$ cat src/rtl/clw_pkg.sv
package clw_pkg;

   typedef enum logic [1:0] {
      CU_IDLE   = 2'd0,
      CU_SUSP   = 2'd1,
      CU_ACTIVE = 2'd2
   } cu_state_e;

   typedef enum logic [3:0] {
      W_IDLE,
      W_BUSY,
      W_CMD,
      W_ARG,
      W_LT0,
      W_LT1,
      W_DONE,
      W_LLO,
      W_LHI
   } walk_e;

   localparam logic [15:0] STAT_BUSY_W = 16'h4000;
   localparam logic [15:0] STAT_FIN_W  = 16'hA000;
   localparam logic [15:0] LINK_UP_W   = 16'h8000;

   localparam logic [2:0] OP_SETADDR  = 3'd1;
   localparam logic [2:0] OP_CONFIG   = 3'd2;
   localparam logic [2:0] OP_LINKTEST = 3'd5;

   localparam int OFS_STAT = 0;
   localparam int OFS_CMD  = 2;
   localparam int OFS_LLO  = 4;
   localparam int OFS_LHI  = 6;
   localparam int OFS_ARG  = 8;
   localparam int OFS_ARG2 = 10;

   localparam int CFG_MIN = 4;

endpackage

$ cat src/rtl/clw_link_decode.sv
module clw_link_decode (
   input  logic [31:0] link_i,
   output logic        is_end_o
);
   assign is_end_o = (link_i == 32'h0000_0000) || (&link_i);
endmodule

$ cat src/rtl/clw_byte_bank.sv
module clw_byte_bank #(
   parameter int NBYTES = 6,
   parameter int IDXW   = 4
) (
   input  logic                clk,
   input  logic                rst_n,
   input  logic                wr_en,
   input  logic [IDXW-1:0]     wr_idx,
   input  logic [IDXW-1:0]     wr_lim,
   input  logic [15:0]         wr_data,
   output logic [NBYTES*8-1:0] bytes_o
);

   if (NBYTES < 1) begin : g_bad_nbytes
      $error("clw_byte_bank: NBYTES must be at least 1");
   end
   if ((1 << IDXW) < NBYTES + 2) begin : g_bad_idxw
      $error("clw_byte_bank: IDXW too narrow for NBYTES");
   end

   for (genvar g = 0; g < NBYTES; g++) begin : g_byte
      logic [7:0] b_q;
      always_ff @(posedge clk) begin
         if (!rst_n) begin
            b_q <= 8'h00;
         end else if (wr_en && (g < int'(wr_lim))) begin
            if (int'(wr_idx) == g) begin
               b_q <= wr_data[7:0];
            end else if (int'(wr_idx) + 1 == g) begin
               b_q <= wr_data[15:8];
            end
         end
      end
      assign bytes_o[g*8 +: 8] = b_q;
   end

   AST_IDX_RANGE: assert property (@(posedge clk) disable iff (!rst_n)
      wr_en |-> (int'(wr_idx) < NBYTES));

endmodule

$ cat src/rtl/clw_walker.sv
module clw_walker
   import clw_pkg::*;
#(
   parameter int AW        = 32,
   parameter int CFG_BYTES = 14,
   parameter int IA_BYTES  = 6
) (
   input  logic                   clk,
   input  logic                   rst_n,
   input  logic                   start,
   input  logic [AW-1:0]          head_ptr,
   input  logic                   link_up,
   output logic                   mem_req,
   output logic                   mem_we,
   output logic [AW-1:0]          mem_addr,
   output logic [15:0]            mem_wdata,
   input  logic [15:0]            mem_rdata,
   input  logic                   mem_ack,
   output logic [1:0]             cu_state,
   output logic                   cx_flag,
   output logic                   irq,
   output logic                   evt_stop,
   output logic                   evt_suspend,
   output logic [IA_BYTES*8-1:0]  ia_addr,
   output logic [CFG_BYTES*8-1:0] cfg_bytes
);

   localparam int IA_WORDS = IA_BYTES / 2;
   localparam int MAXB     = (CFG_BYTES > IA_BYTES) ? CFG_BYTES : IA_BYTES;
   localparam int IDXW     = $clog2(MAXB + 2);

   if (AW < 4 || AW > 32) begin : g_bad_aw
      $error("clw_walker: AW must lie in 4..32");
   end
   if (CFG_BYTES < CFG_MIN) begin : g_bad_cfg
      $error("clw_walker: CFG_BYTES below the minimum copy count");
   end
   if (IA_BYTES < 2 || (IA_BYTES % 2) != 0) begin : g_bad_ia
      $error("clw_walker: IA_BYTES must be even and nonzero");
   end

   walk_e          walk_q;
   cu_state_e      cu_q;
   logic [AW-1:0]  ptr_q;
   logic [2:0]     op_q;
   logic [2:0]     ctl_q;      // [2] end of list, [1] suspend, [0] interrupt
   logic [IDXW-1:0] arg_q;
   logic [IDXW-1:0] lim_q;
   logic [15:0]    link_lo_q;
   logic           lnk_q;
   logic           cx_q, irq_q, stop_q, susp_q;

   logic [AW-1:0]  off_c;
   logic [31:0]    next_link;
   logic           link_end;
   logic           head_null;
   logic [IDXW-1:0] lim_first, lim_cur, byte_idx;
   logic           arg_last;
   logic           ia_wr, cfg_wr;
   int             nib_i, lim_i, words_i;

   // ---------------- memory request decode ----------------
   always_comb begin
      mem_we    = 1'b0;
      mem_wdata = 16'h0000;
      off_c     = AW'(OFS_STAT);
      unique case (walk_q)
         W_BUSY: begin
            mem_we    = 1'b1;
            mem_wdata = STAT_BUSY_W;
         end
         W_CMD:  off_c = AW'(OFS_CMD);
         W_ARG:  off_c = AW'(OFS_ARG + 2 * int'(arg_q));
         W_LT0: begin
            mem_we    = 1'b1;
            off_c     = AW'(OFS_ARG);
            mem_wdata = lnk_q ? LINK_UP_W : 16'h0000;
         end
         W_LT1: begin
            mem_we    = 1'b1;
            off_c     = AW'(OFS_ARG2);
         end
         W_DONE: begin
            mem_we    = 1'b1;
            mem_wdata = STAT_FIN_W;
         end
         W_LLO:  off_c = AW'(OFS_LLO);
         W_LHI:  off_c = AW'(OFS_LHI);
         default: ;
      endcase
   end

   assign mem_req  = (walk_q != W_IDLE);
   assign mem_addr = ptr_q + off_c;

   // ---------------- argument count and configure clamp ----------------
   always_comb begin
      nib_i = int'(mem_rdata[3:0]);
      lim_i = (nib_i < CFG_MIN) ? CFG_MIN : nib_i;
      if (lim_i > CFG_BYTES) begin
         lim_i = CFG_BYTES;
      end
      lim_first = IDXW'(lim_i);
      lim_cur   = (arg_q == '0) ? lim_first : lim_q;
      words_i   = (op_q == OP_CONFIG) ? ((int'(lim_cur) + 1) / 2) : IA_WORDS;
      arg_last  = (int'(arg_q) + 1) >= words_i;
   end

   assign byte_idx = IDXW'(2 * int'(arg_q));
   assign ia_wr    = (walk_q == W_ARG) && mem_ack && (op_q == OP_SETADDR);
   assign cfg_wr   = (walk_q == W_ARG) && mem_ack && (op_q == OP_CONFIG);

   clw_byte_bank #(.NBYTES(IA_BYTES), .IDXW(IDXW)) u_ia_bank (
      .clk     (clk),
      .rst_n   (rst_n),
      .wr_en   (ia_wr),
      .wr_idx  (byte_idx),
      .wr_lim  (IDXW'(IA_BYTES)),
      .wr_data (mem_rdata),
      .bytes_o (ia_addr)
   );

   clw_byte_bank #(.NBYTES(CFG_BYTES), .IDXW(IDXW)) u_cfg_bank (
      .clk     (clk),
      .rst_n   (rst_n),
      .wr_en   (cfg_wr),
      .wr_idx  (byte_idx),
      .wr_lim  (lim_cur),
      .wr_data (mem_rdata),
      .bytes_o (cfg_bytes)
   );

   // ---------------- link handling ----------------
   assign next_link = {mem_rdata, link_lo_q};
   assign head_null = (head_ptr == '0) || (&head_ptr);

   clw_link_decode u_link_dec (
      .link_i   (next_link),
      .is_end_o (link_end)
   );

   // ---------------- walker sequence ----------------
   always_ff @(posedge clk) begin
      if (!rst_n) begin
         walk_q    <= W_IDLE;
         cu_q      <= CU_IDLE;
         ptr_q     <= '0;
         op_q      <= 3'd0;
         ctl_q     <= 3'd0;
         arg_q     <= '0;
         lim_q     <= '0;
         link_lo_q <= 16'h0000;
         lnk_q     <= 1'b0;
         cx_q      <= 1'b0;
         irq_q     <= 1'b0;
         stop_q    <= 1'b0;
         susp_q    <= 1'b0;
      end else begin
         irq_q  <= 1'b0;
         stop_q <= 1'b0;
         susp_q <= 1'b0;
         unique case (walk_q)
            W_IDLE: begin
               if (start) begin
                  if (head_null) begin
                     stop_q <= 1'b1;
                     cu_q   <= CU_IDLE;
                  end else begin
                     ptr_q  <= head_ptr;
                     cu_q   <= CU_ACTIVE;
                     walk_q <= W_BUSY;
                  end
               end
            end
            W_BUSY: if (mem_ack) walk_q <= W_CMD;
            W_CMD: begin
               if (mem_ack) begin
                  op_q  <= mem_rdata[2:0];
                  ctl_q <= mem_rdata[15:13];
                  arg_q <= '0;
                  lnk_q <= link_up;
                  case (mem_rdata[2:0])
                     OP_SETADDR, OP_CONFIG: walk_q <= W_ARG;
                     OP_LINKTEST:           walk_q <= W_LT0;
                     default:               walk_q <= W_DONE;
                  endcase
               end
            end
            W_ARG: begin
               if (mem_ack) begin
                  if (arg_q == '0) lim_q <= lim_first;
                  if (arg_last) walk_q <= W_DONE;
                  else          arg_q  <= arg_q + 1'b1;
               end
            end
            W_LT0:  if (mem_ack) walk_q <= W_LT1;
            W_LT1:  if (mem_ack) walk_q <= W_DONE;
            W_DONE: if (mem_ack) walk_q <= W_LLO;
            W_LLO: begin
               if (mem_ack) begin
                  link_lo_q <= mem_rdata;
                  walk_q    <= W_LHI;
               end
            end
            W_LHI: begin
               if (mem_ack) begin
                  cx_q  <= ctl_q[0];
                  irq_q <= ctl_q[0];
                  if (ctl_q[1]) begin
                     cu_q   <= CU_SUSP;
                     susp_q <= 1'b1;
                     walk_q <= W_IDLE;
                  end else if (ctl_q[2] || link_end) begin
                     cu_q   <= CU_IDLE;
                     stop_q <= 1'b1;
                     walk_q <= W_IDLE;
                  end else begin
                     ptr_q  <= next_link[AW-1:0];
                     walk_q <= W_BUSY;
                  end
               end
            end
            default: walk_q <= W_IDLE;
         endcase
      end
   end

   assign cu_state    = cu_q;
   assign cx_flag     = cx_q;
   assign irq         = irq_q;
   assign evt_stop    = stop_q;
   assign evt_suspend = susp_q;

   // ---------------- assertions ----------------
   AST_REQ_HOLD: assert property (@(posedge clk) disable iff (!rst_n)
      (mem_req && !mem_ack) |=> (mem_req && $stable(mem_addr) && $stable(mem_we)
                                 && $stable(mem_wdata)));
   AST_BUSY_FIRST: assert property (@(posedge clk) disable iff (!rst_n)
      $rose(mem_req) |-> (mem_we && mem_wdata == 16'h4000));
   AST_QUIET_OFF: assert property (@(posedge clk) disable iff (!rst_n)
      (cu_state != 2'd2) |-> !mem_req);
   AST_STOP_IDLE: assert property (@(posedge clk) disable iff (!rst_n)
      evt_stop |-> (cu_state == 2'd0));
   AST_SUSP_STATE: assert property (@(posedge clk) disable iff (!rst_n)
      evt_suspend |-> (cu_state == 2'd1));
   AST_EVT_EXCL: assert property (@(posedge clk) disable iff (!rst_n)
      $onehot0({evt_stop, evt_suspend}));
   AST_IRQ_FLAG: assert property (@(posedge clk) disable iff (!rst_n)
      irq |-> cx_flag);

endmodule

$ cat config.mk
export PLATFORM = sky130hd
export DESIGN_NAME = clw_walker
export DESIGN_NICKNAME = d
export VERILOG_FILES = /design/src/rtl/clw_pkg.sv /design/src/rtl/clw_link_decode.sv /design/src/rtl/clw_byte_bank.sv /design/src/rtl/clw_walker.sv
export SDC_FILE = /design/constraint.sdc
export NUM_CORES = 1
export LEC_CHECK = 0
export BUFFER_PORTS_ARGS = -buffer_cell sky130_fd_sc_hd__clkbuf_2
export CAP_MARGIN = 15
export CORE_ASPECT_RATIO = 0.5
export CORE_MARGIN = 2
export CORE_UTILIZATION = 49
export CTS_BUF_LIST = sky130_fd_sc_hd__clkbuf_4
export DETAILED_ROUTE_END_ITERATION = 10
export GPL_ROUTABILITY_DRIVEN = 0
export MAX_ROUTING_LAYER = met4
export PLACE_DENSITY = 0.75
export SLEW_MARGIN = 20
export SYNTH_ARGS = -nofsm -noshare
export SYNTH_HDL_FRONTEND = slang
export SYNTH_SLANG_ARGS = --single-unit
$ cat constraint.sdc
create_clock -name clk -period 3.6 [get_ports clk]
set_input_delay 0.72 -clock clk [delete_from_list [all_inputs] [get_ports clk]]
set_output_delay 0.72 -clock clk [all_outputs]
set_load 0.02 [all_outputs]
## Yosys cells after proc, flatten, opt, wreduce, memory -nomap -nowiden

Cells that the tools add are included.

- Register bits after elaboration: 233
- Word-level logic and storage cells: 234
- Input bits: 53

- Add/subtract/negate cells: 7
- Reduce and logical (&&, ||, !) cells: 69
- Bitwise gates (word level): 1
- Mux-type cells: 60
- Equal/unequal tests: 47
- Magnitude comparators: 17

Operators with widths:

| operator | number |
|---|---|
| $eq A32 B5 Y1 const B | 6 |
| $mux W32 | 6 |
| $eq A32 B4 Y1 const B | 4 |
| $mux W8 | 14 |
| $logic_not A32 Y1 | 3 |
| $mux W4 | 17 |
| $eq A32 B3 Y1 const B | 2 |
| $pmux W32 S2 | 1 |
| $reduce_and A32 Y1 | 2 |
| $pmux W16 S3 | 1 |
| $reduce_and A2 Y1 | 24 |
| $pmux W4 S9 | 1 |
| $pmux W6 S6 | 1 |
| $add A32 B1 Y32 | 1 |
| $add A32 B32 Y32 | 1 |
| $eq A32 B2 Y1 const B | 1 |
| $ge A6 B32 Y1 | 1 |
| $ne A2 B2 Y1 const B | 14 |
| $lt A4 B4 Y1 const A | 6 |
| $reduce_bool A2 Y1 | 9 |
| $logic_and A1 B1 Y1 | 17 |
| $eq A4 B3 Y1 const B | 4 |
| $lt A3 B4 Y1 const A | 4 |
| $mux W16 | 1 |
| 30 further kinds | 60 |

## Depth between registers and ports, before layout

- Depth in word-level cells: 13
- Gate-level depth with buffers: 15

## Cells and area by module

A second synthesis with hierarchy kept.

- Cell total of the unflattened synthesis: 1341
- Area, all modules: 12480.7 um^2

By module, submodules not included:

| module | area each (um^2) | seq. area each (um^2) | times used | cells an instance |
|---|---|---|---|---|
| clw_byte_bank (u_cfg_bank) | 5292.6 | 2242.2 | 1 | 570 |
| clw_walker | 4713.3 | 1461.4 | 1 | 525 |
| clw_byte_bank (u_ia_bank) | 2334.7 | 960.9 | 1 | 225 |
| clw_link_decode | 140.1 | 0.0 | 1 | 21 |

## Least setup slack after synthesis

No wires, ideal clock.

- Path kind: register -> output
- From: reg walk_q[1]
- To: out mem_addr[25]
- Buffers on the path: 2
- Arrival time: 2.860 ns
- Path slack: 0.020 ns
- Data required time: 2.880 ns
- Stages on the path, launching flop included: 16
- Path through: dfxtp_1 > buf_2 > buf_1 > xnor2_1 > nor2_1 > a31oi_1 > o22ai_1 > ha_1 > inv_1 > fa_1 > nor2b_1 > o21a_1 > o21ai_0 > a21oi_2 > nand4_1 > xnor2_1

- Cells in the longest elaborated chain, start to end: 3

Ends and longest elaborated chain:

| item | RTL line | text |
|---|---|---|
| start: declaration | clw_walker.sv:42 | `walk_e walk_q;` |
| start signal: assignment | clw_walker.sv:145 | `walk_q <= W_IDLE;` |
| start signal: assignment | clw_walker.sv:171 | `walk_q <= W_BUSY;` |
| start signal: assignment | clw_walker.sv:175 | `W_BUSY: if (mem_ack) walk_q <= W_CMD;` |
| $eq A4 B4 Y1 (tied with other cells) | clw_walker.sv:67 | `unique case (walk_q)` |
| $pmux W6 S6 * | clw_walker.sv:67 |  |
| $add A32 B32 Y32 * | clw_walker.sv:94 | `assign mem_addr = ptr_q + off_c;` |
| end: declaration | clw_walker.sv:15 | `output logic [AW-1:0] mem_addr,` |

Mark *: on every way between the ends. The rest lies on a longest branch, timed or not.

## Worst setup path in the final report

- From: reg walk_q[1]
- To: out mem_addr[27]

Same word-level chain as after synthesis.

==> parameters.txt <==
Parameter                              Value

Drt
  Total detailed-routing wirelength    roughly 36000 µm
  Met2 wirelength from detailed routing    16800 µm
  ANT nets after route    0
  Uppermost routed layer    met4
  Count of TritonRoute iterations in the first routing pass    5
  Vias per Instance    about 5.7
  Routed wirelength normalized by instance count    between 15 and 20 µm
  Vias    around 10000
  Number of DRC violations after detailed-routing iteration 0    approximately 1000
  Met3 layer wire length in the routed design    ~3100 µm
  Routed met1 length    about 15000 µm
  Total DRC errors in the routed layout    0

Layout
  Total number of nets in the final design    approximately 1600
  Final cell utilization of the core    62.75%
  Final-layout fill cell count    1830
  Area added between synthesis and finish    24.63%
  Design Area, Final    about 0.014 mm²
  Fraction of final layout cells with drive strength greater than 1    between 30 and 40%

GRT
  Pin count of the biggest net entering global routing    96
  Total global routing overflow    0
  Global-route wire length before repair    approximately 54000 µm
  Number of global-route vias before repair    just under 10000
  Initial antenna violation count    1
  Overall routing resource usage    slightly below 30%

Clocking
  Clock sinks    233
  CTS clock-pin slew for the worst setup and hold paths    about 70 ps
  Hold buffer count at CTS    0
  Worst-Skew Late Latency    roughly 670 ps
  Number of CTS-inserted buffers    between 50 and 60
  TritonCTS clock tree    built
  H-tree level count    2
  Clk root buf    sky130_fd_sc_hd__clkbuf_4
  Maximum root-to-sink buffer count    3

Worst hold path
  Worst min path class    in2reg

Flow run
  Number of max-cap violations    0

Run status
  Failing checks    setup timing
  Run status    finished with violations

Synthesis
  Syn. warnings    0
  Syn Inst Count    1232
  Number of synthesized register bits    between 200 and 250
  Register area share after synthesis    between 40 and 50%
  Synth Cell Area    between 0.01 and 0.015 mm²
  Syn Area/Cell    roughly 8.9 µm²
  Distinct cell type count after synthesis    73
  Flip-flop cell with the highest count after synthesis    sky130_fd_sc_hd__dfxtp_1
  Post-synthesis async set-or-reset flop share    0%
  Count of flip-flops with a built-in enable after synthesis    0

Timing
  Fin crit share    110.5%
  Actual slew at the worst max-slew pin    984.4 ps
  Clock tree skew after final layout    between 30 and 40 ps
  Final hold violation count    0
  Final slew viol count    0
  Relative slew slack    between 30% and 40%
  Maximum frequency from static timing analysis    251.3 MHz
  Minimum period implied by the final worst setup slack    3979 ps
  PnR worst setup slack    -379.2 ps
  Setup repair after global routing missed its margin    true
  Final setup violation count    26

Pwr
  Leakage power figure    just over 6 nW
  Overall power consumption    0.006819 W
  Pwr dens    498.0 mW/mm²
  Peak supply drop    279.9 µV

Floorplan
  Die ar.    approximately 0.024 mm²
  Die outline width    approximately 220 µm
  Core Box Area    0.02182 mm²
  Cell row count    38
  I/O pin total    roughly 270
  Die Height    between 100 and 150 µm
  Initial cell density of the core    slightly above 50%

Critical path
  Startpoint-to-endpoint class of the critical path    reg2out
  Kind of start point of the critical path    flop
  Category of the worst setup path capture point    primary output
  Arrival time worst endpoint    about 3300 ps
  Required time reported for the critical path endpoint    ~2900 ps
  Maximum fanout encountered on the critical timing path    7

Placement
  Port-buffer cells    255
  Detailed placement HPWL    approximately 24000 µm
  Placement Setup Slack    40.72 ps
  Cell area after placement    roughly 0.012 mm²
-- area by class of cell --
| type | instances | area [µm²] | area share (%) |
|---|---|---|---|
| diodes | 1 | 2.502 | 0.01827 |
| flip-flops and latches | 233 | 4681 | 34.18 |
| inverters | 22 | 87.58 | 0.6396 |
| well taps | 300 | 375.4 | 2.741 |
| multi-input cells | 874 | 5987 | 43.72 |
| clock inverters | 14 | 83.83 | 0.6122 |
| repair buffers | 321 | 1891 | 13.81 |
| clock buffers | 78 | 585.6 | 4.276 |
-- what timing repair did --
item	CTS	global route
resized for setup	56	67
endpoints found under the setup margin	27	34
setup buffers	14	4
endpoints found under the hold margin	0	0
pin swaps	19	20
-- Yosys cell counts (10+ instances only) --
library cell | count | share of area (%)
sky130_fd_sc_hd__a211oi_1 | 10 | 0.68
sky130_fd_sc_hd__a211oi_2 | 31 | 3.5
sky130_fd_sc_hd__a21oi_1 | 76 | 3.5
sky130_fd_sc_hd__a31oi_1 | 34 | 1.9
sky130_fd_sc_hd__buf_2 | 17 | 0.77
sky130_fd_sc_hd__buf_4 | 18 | 1.2
sky130_fd_sc_hd__clkbuf_1 | 66 | 2.3
sky130_fd_sc_hd__dfxtp_1 | 233 | 42
sky130_fd_sc_hd__ha_1 | 18 | 2.0
sky130_fd_sc_hd__inv_1 | 22 | 0.75
sky130_fd_sc_hd__mux2i_1 | 132 | 12
sky130_fd_sc_hd__nand2_1 | 168 | 5.7
sky130_fd_sc_hd__nand3_1 | 37 | 1.7
sky130_fd_sc_hd__nand4_1 | 32 | 1.8
sky130_fd_sc_hd__nor2_1 | 128 | 4.4
sky130_fd_sc_hd__nor3_1 | 21 | 0.96
sky130_fd_sc_hd__nor4_1 | 19 | 1.1
sky130_fd_sc_hd__o21ai_0 | 20 | 0.91
sky130_fd_sc_hd__xnor2_1 | 22 | 1.8
sky130_fd_sc_hd__xor2_1 | 11 | 0.88
-- worst paths after layout --
| path | depth (start not counted) | startpoint | endpoint | slack (ps) |
|---|---|---|---|---|
| setup / recovery | 16 | walk_q[1]$_SDFFE_PN0P_ | mem_addr[27] | -380 |
| hold / removal | 3 | link_up | lnk_q$_SDFFE_PN0P_ | 320 |
| setup reg to reg | 14 | arg_q[2]$_SDFFE_PN0P_ | arg_q[0]$_SDFFE_PN0P_ | 310 |
| hold reg to reg | 2 | u_cfg_bank.g_byte[4].b_q[5]$_SDFFE_PN0P_ | u_cfg_bank.g_byte[4].b_q[5]$_SDFFE_PN0P_ | 460 |
-- metrics by stage --
stage / hold WS (ps) / std cells / TNS (ps)
after floorplan: 429.3 / 1244 / 0
after global placement: 439.5 / 1732 / 0
after detailed placement: 448.5 / 1732 / 0
after CTS: 273.3 / 1838 / -7317
after global routing: 285.4 / 1843 / -11230
final: 321.3 / 1843 / -6654
-- per-layer routing --
layer / global-route usage [%] / up-vias
met5: - / -
met4: 8.818 / 0
met3: 6.141 / 74
met2: 48.00 / 514
met1: 38.14 / 4989
li1: - / 4885
-- report_power, final --
part	total [W]	leakage (nW)	switching [W]	internal [W]
clock	0.00211	0.396	0.00105	0.00106
sequential	0.00291	1.89	0.000187	0.00272
combinational	0.00180	3.84	0.00105	0.000751
-- cells by family after synthesis --
kind of cell / Yosys count / synth area share, %
buffers and inverters: 137 / 5.968
adders and majority gates: 19 / 2.232
xor gates and xnor gates: 33 / 2.631
AOI/OAI and AO/OA: 213 / 14.19
other: 1 / 0.03413
muxes: 133 / 12.23
and+or+nand+nor: 463 / 20.26
DFF: 233 / 42.46
-- worst max-delay path, cell delays in order, from the launching register on --
cell	delay (ps)
sky130_fd_sc_hd__dfxtp_4	360
sky130_fd_sc_hd__xnor2_1	120
sky130_fd_sc_hd__nor2_1	90
sky130_fd_sc_hd__a31oi_1	80
sky130_fd_sc_hd__o22ai_2	180
sky130_fd_sc_hd__ha_2	210
sky130_fd_sc_hd__inv_2	40
sky130_fd_sc_hd__fa_2	350
sky130_fd_sc_hd__nor2b_2	120
sky130_fd_sc_hd__o21a_1	170
sky130_fd_sc_hd__o21ai_2	90
sky130_fd_sc_hd__a21oi_2	150
sky130_fd_sc_hd__buf_6	160
sky130_fd_sc_hd__buf_4	130
sky130_fd_sc_hd__nand2_4	50
sky130_fd_sc_hd__xnor2_2	140
sky130_fd_sc_hd__buf_4	150
-- registers in the layout, summed over array words and instances (netlist names) --
name                   count
irq                        1
op_q                       3
ptr_q                     32
u_ia_bank.g_byte.b_q      48
evt_stop                   1
evt_suspend                1
lnk_q                      1
ctl_q                      3
arg_q                      4
cx_flag                    1
lim_q                      4
u_cfg_bank.g_byte.b_q    112
link_lo_q                 16
cu_state                   2
walk_q                     4
-- placed cells by master (no fill, tap or decap), types with 4 or more instances in the layout --
| cell | count |
|---|---|
| sky130_fd_sc_hd__a211oi_2 | 31 |
| sky130_fd_sc_hd__xor2_1 | 10 |
| sky130_fd_sc_hd__and4_1 | 4 |
| sky130_fd_sc_hd__a211oi_1 | 10 |
| sky130_fd_sc_hd__o21ai_0 | 19 |
| sky130_fd_sc_hd__nor2b_1 | 4 |
| sky130_fd_sc_hd__inv_1 | 18 |
| sky130_fd_sc_hd__and3_1 | 8 |
| sky130_fd_sc_hd__mux2i_1 | 132 |
| sky130_fd_sc_hd__nor4_1 | 19 |
| sky130_fd_sc_hd__nand4_1 | 32 |
| sky130_fd_sc_hd__nand3_2 | 4 |
| sky130_fd_sc_hd__nand3_1 | 34 |
| sky130_fd_sc_hd__nor3_4 | 4 |
| sky130_fd_sc_hd__ha_4 | 4 |
| sky130_fd_sc_hd__xnor2_2 | 4 |
| sky130_fd_sc_hd__clkbuf_2 | 230 |
| sky130_fd_sc_hd__clkinv_1 | 12 |
| sky130_fd_sc_hd__nor2_1 | 124 |
| sky130_fd_sc_hd__nand2b_1 | 7 |
| sky130_fd_sc_hd__dfxtp_2 | 4 |
| sky130_fd_sc_hd__xnor2_1 | 18 |
| sky130_fd_sc_hd__buf_6 | 7 |
| sky130_fd_sc_hd__a2111oi_0 | 8 |
| sky130_fd_sc_hd__and2_1 | 6 |
| sky130_fd_sc_hd__clkbuf_4 | 78 |
| sky130_fd_sc_hd__a31oi_1 | 34 |
| sky130_fd_sc_hd__nor3_1 | 18 |
| sky130_fd_sc_hd__buf_4 | 80 |
| sky130_fd_sc_hd__conb_1 | 13 |
| sky130_fd_sc_hd__ha_1 | 13 |
| sky130_fd_sc_hd__a21oi_1 | 74 |
| sky130_fd_sc_hd__nand2_1 | 165 |
| sky130_fd_sc_hd__dfxtp_1 | 226 |
Power figures use the tool's default switching activity.
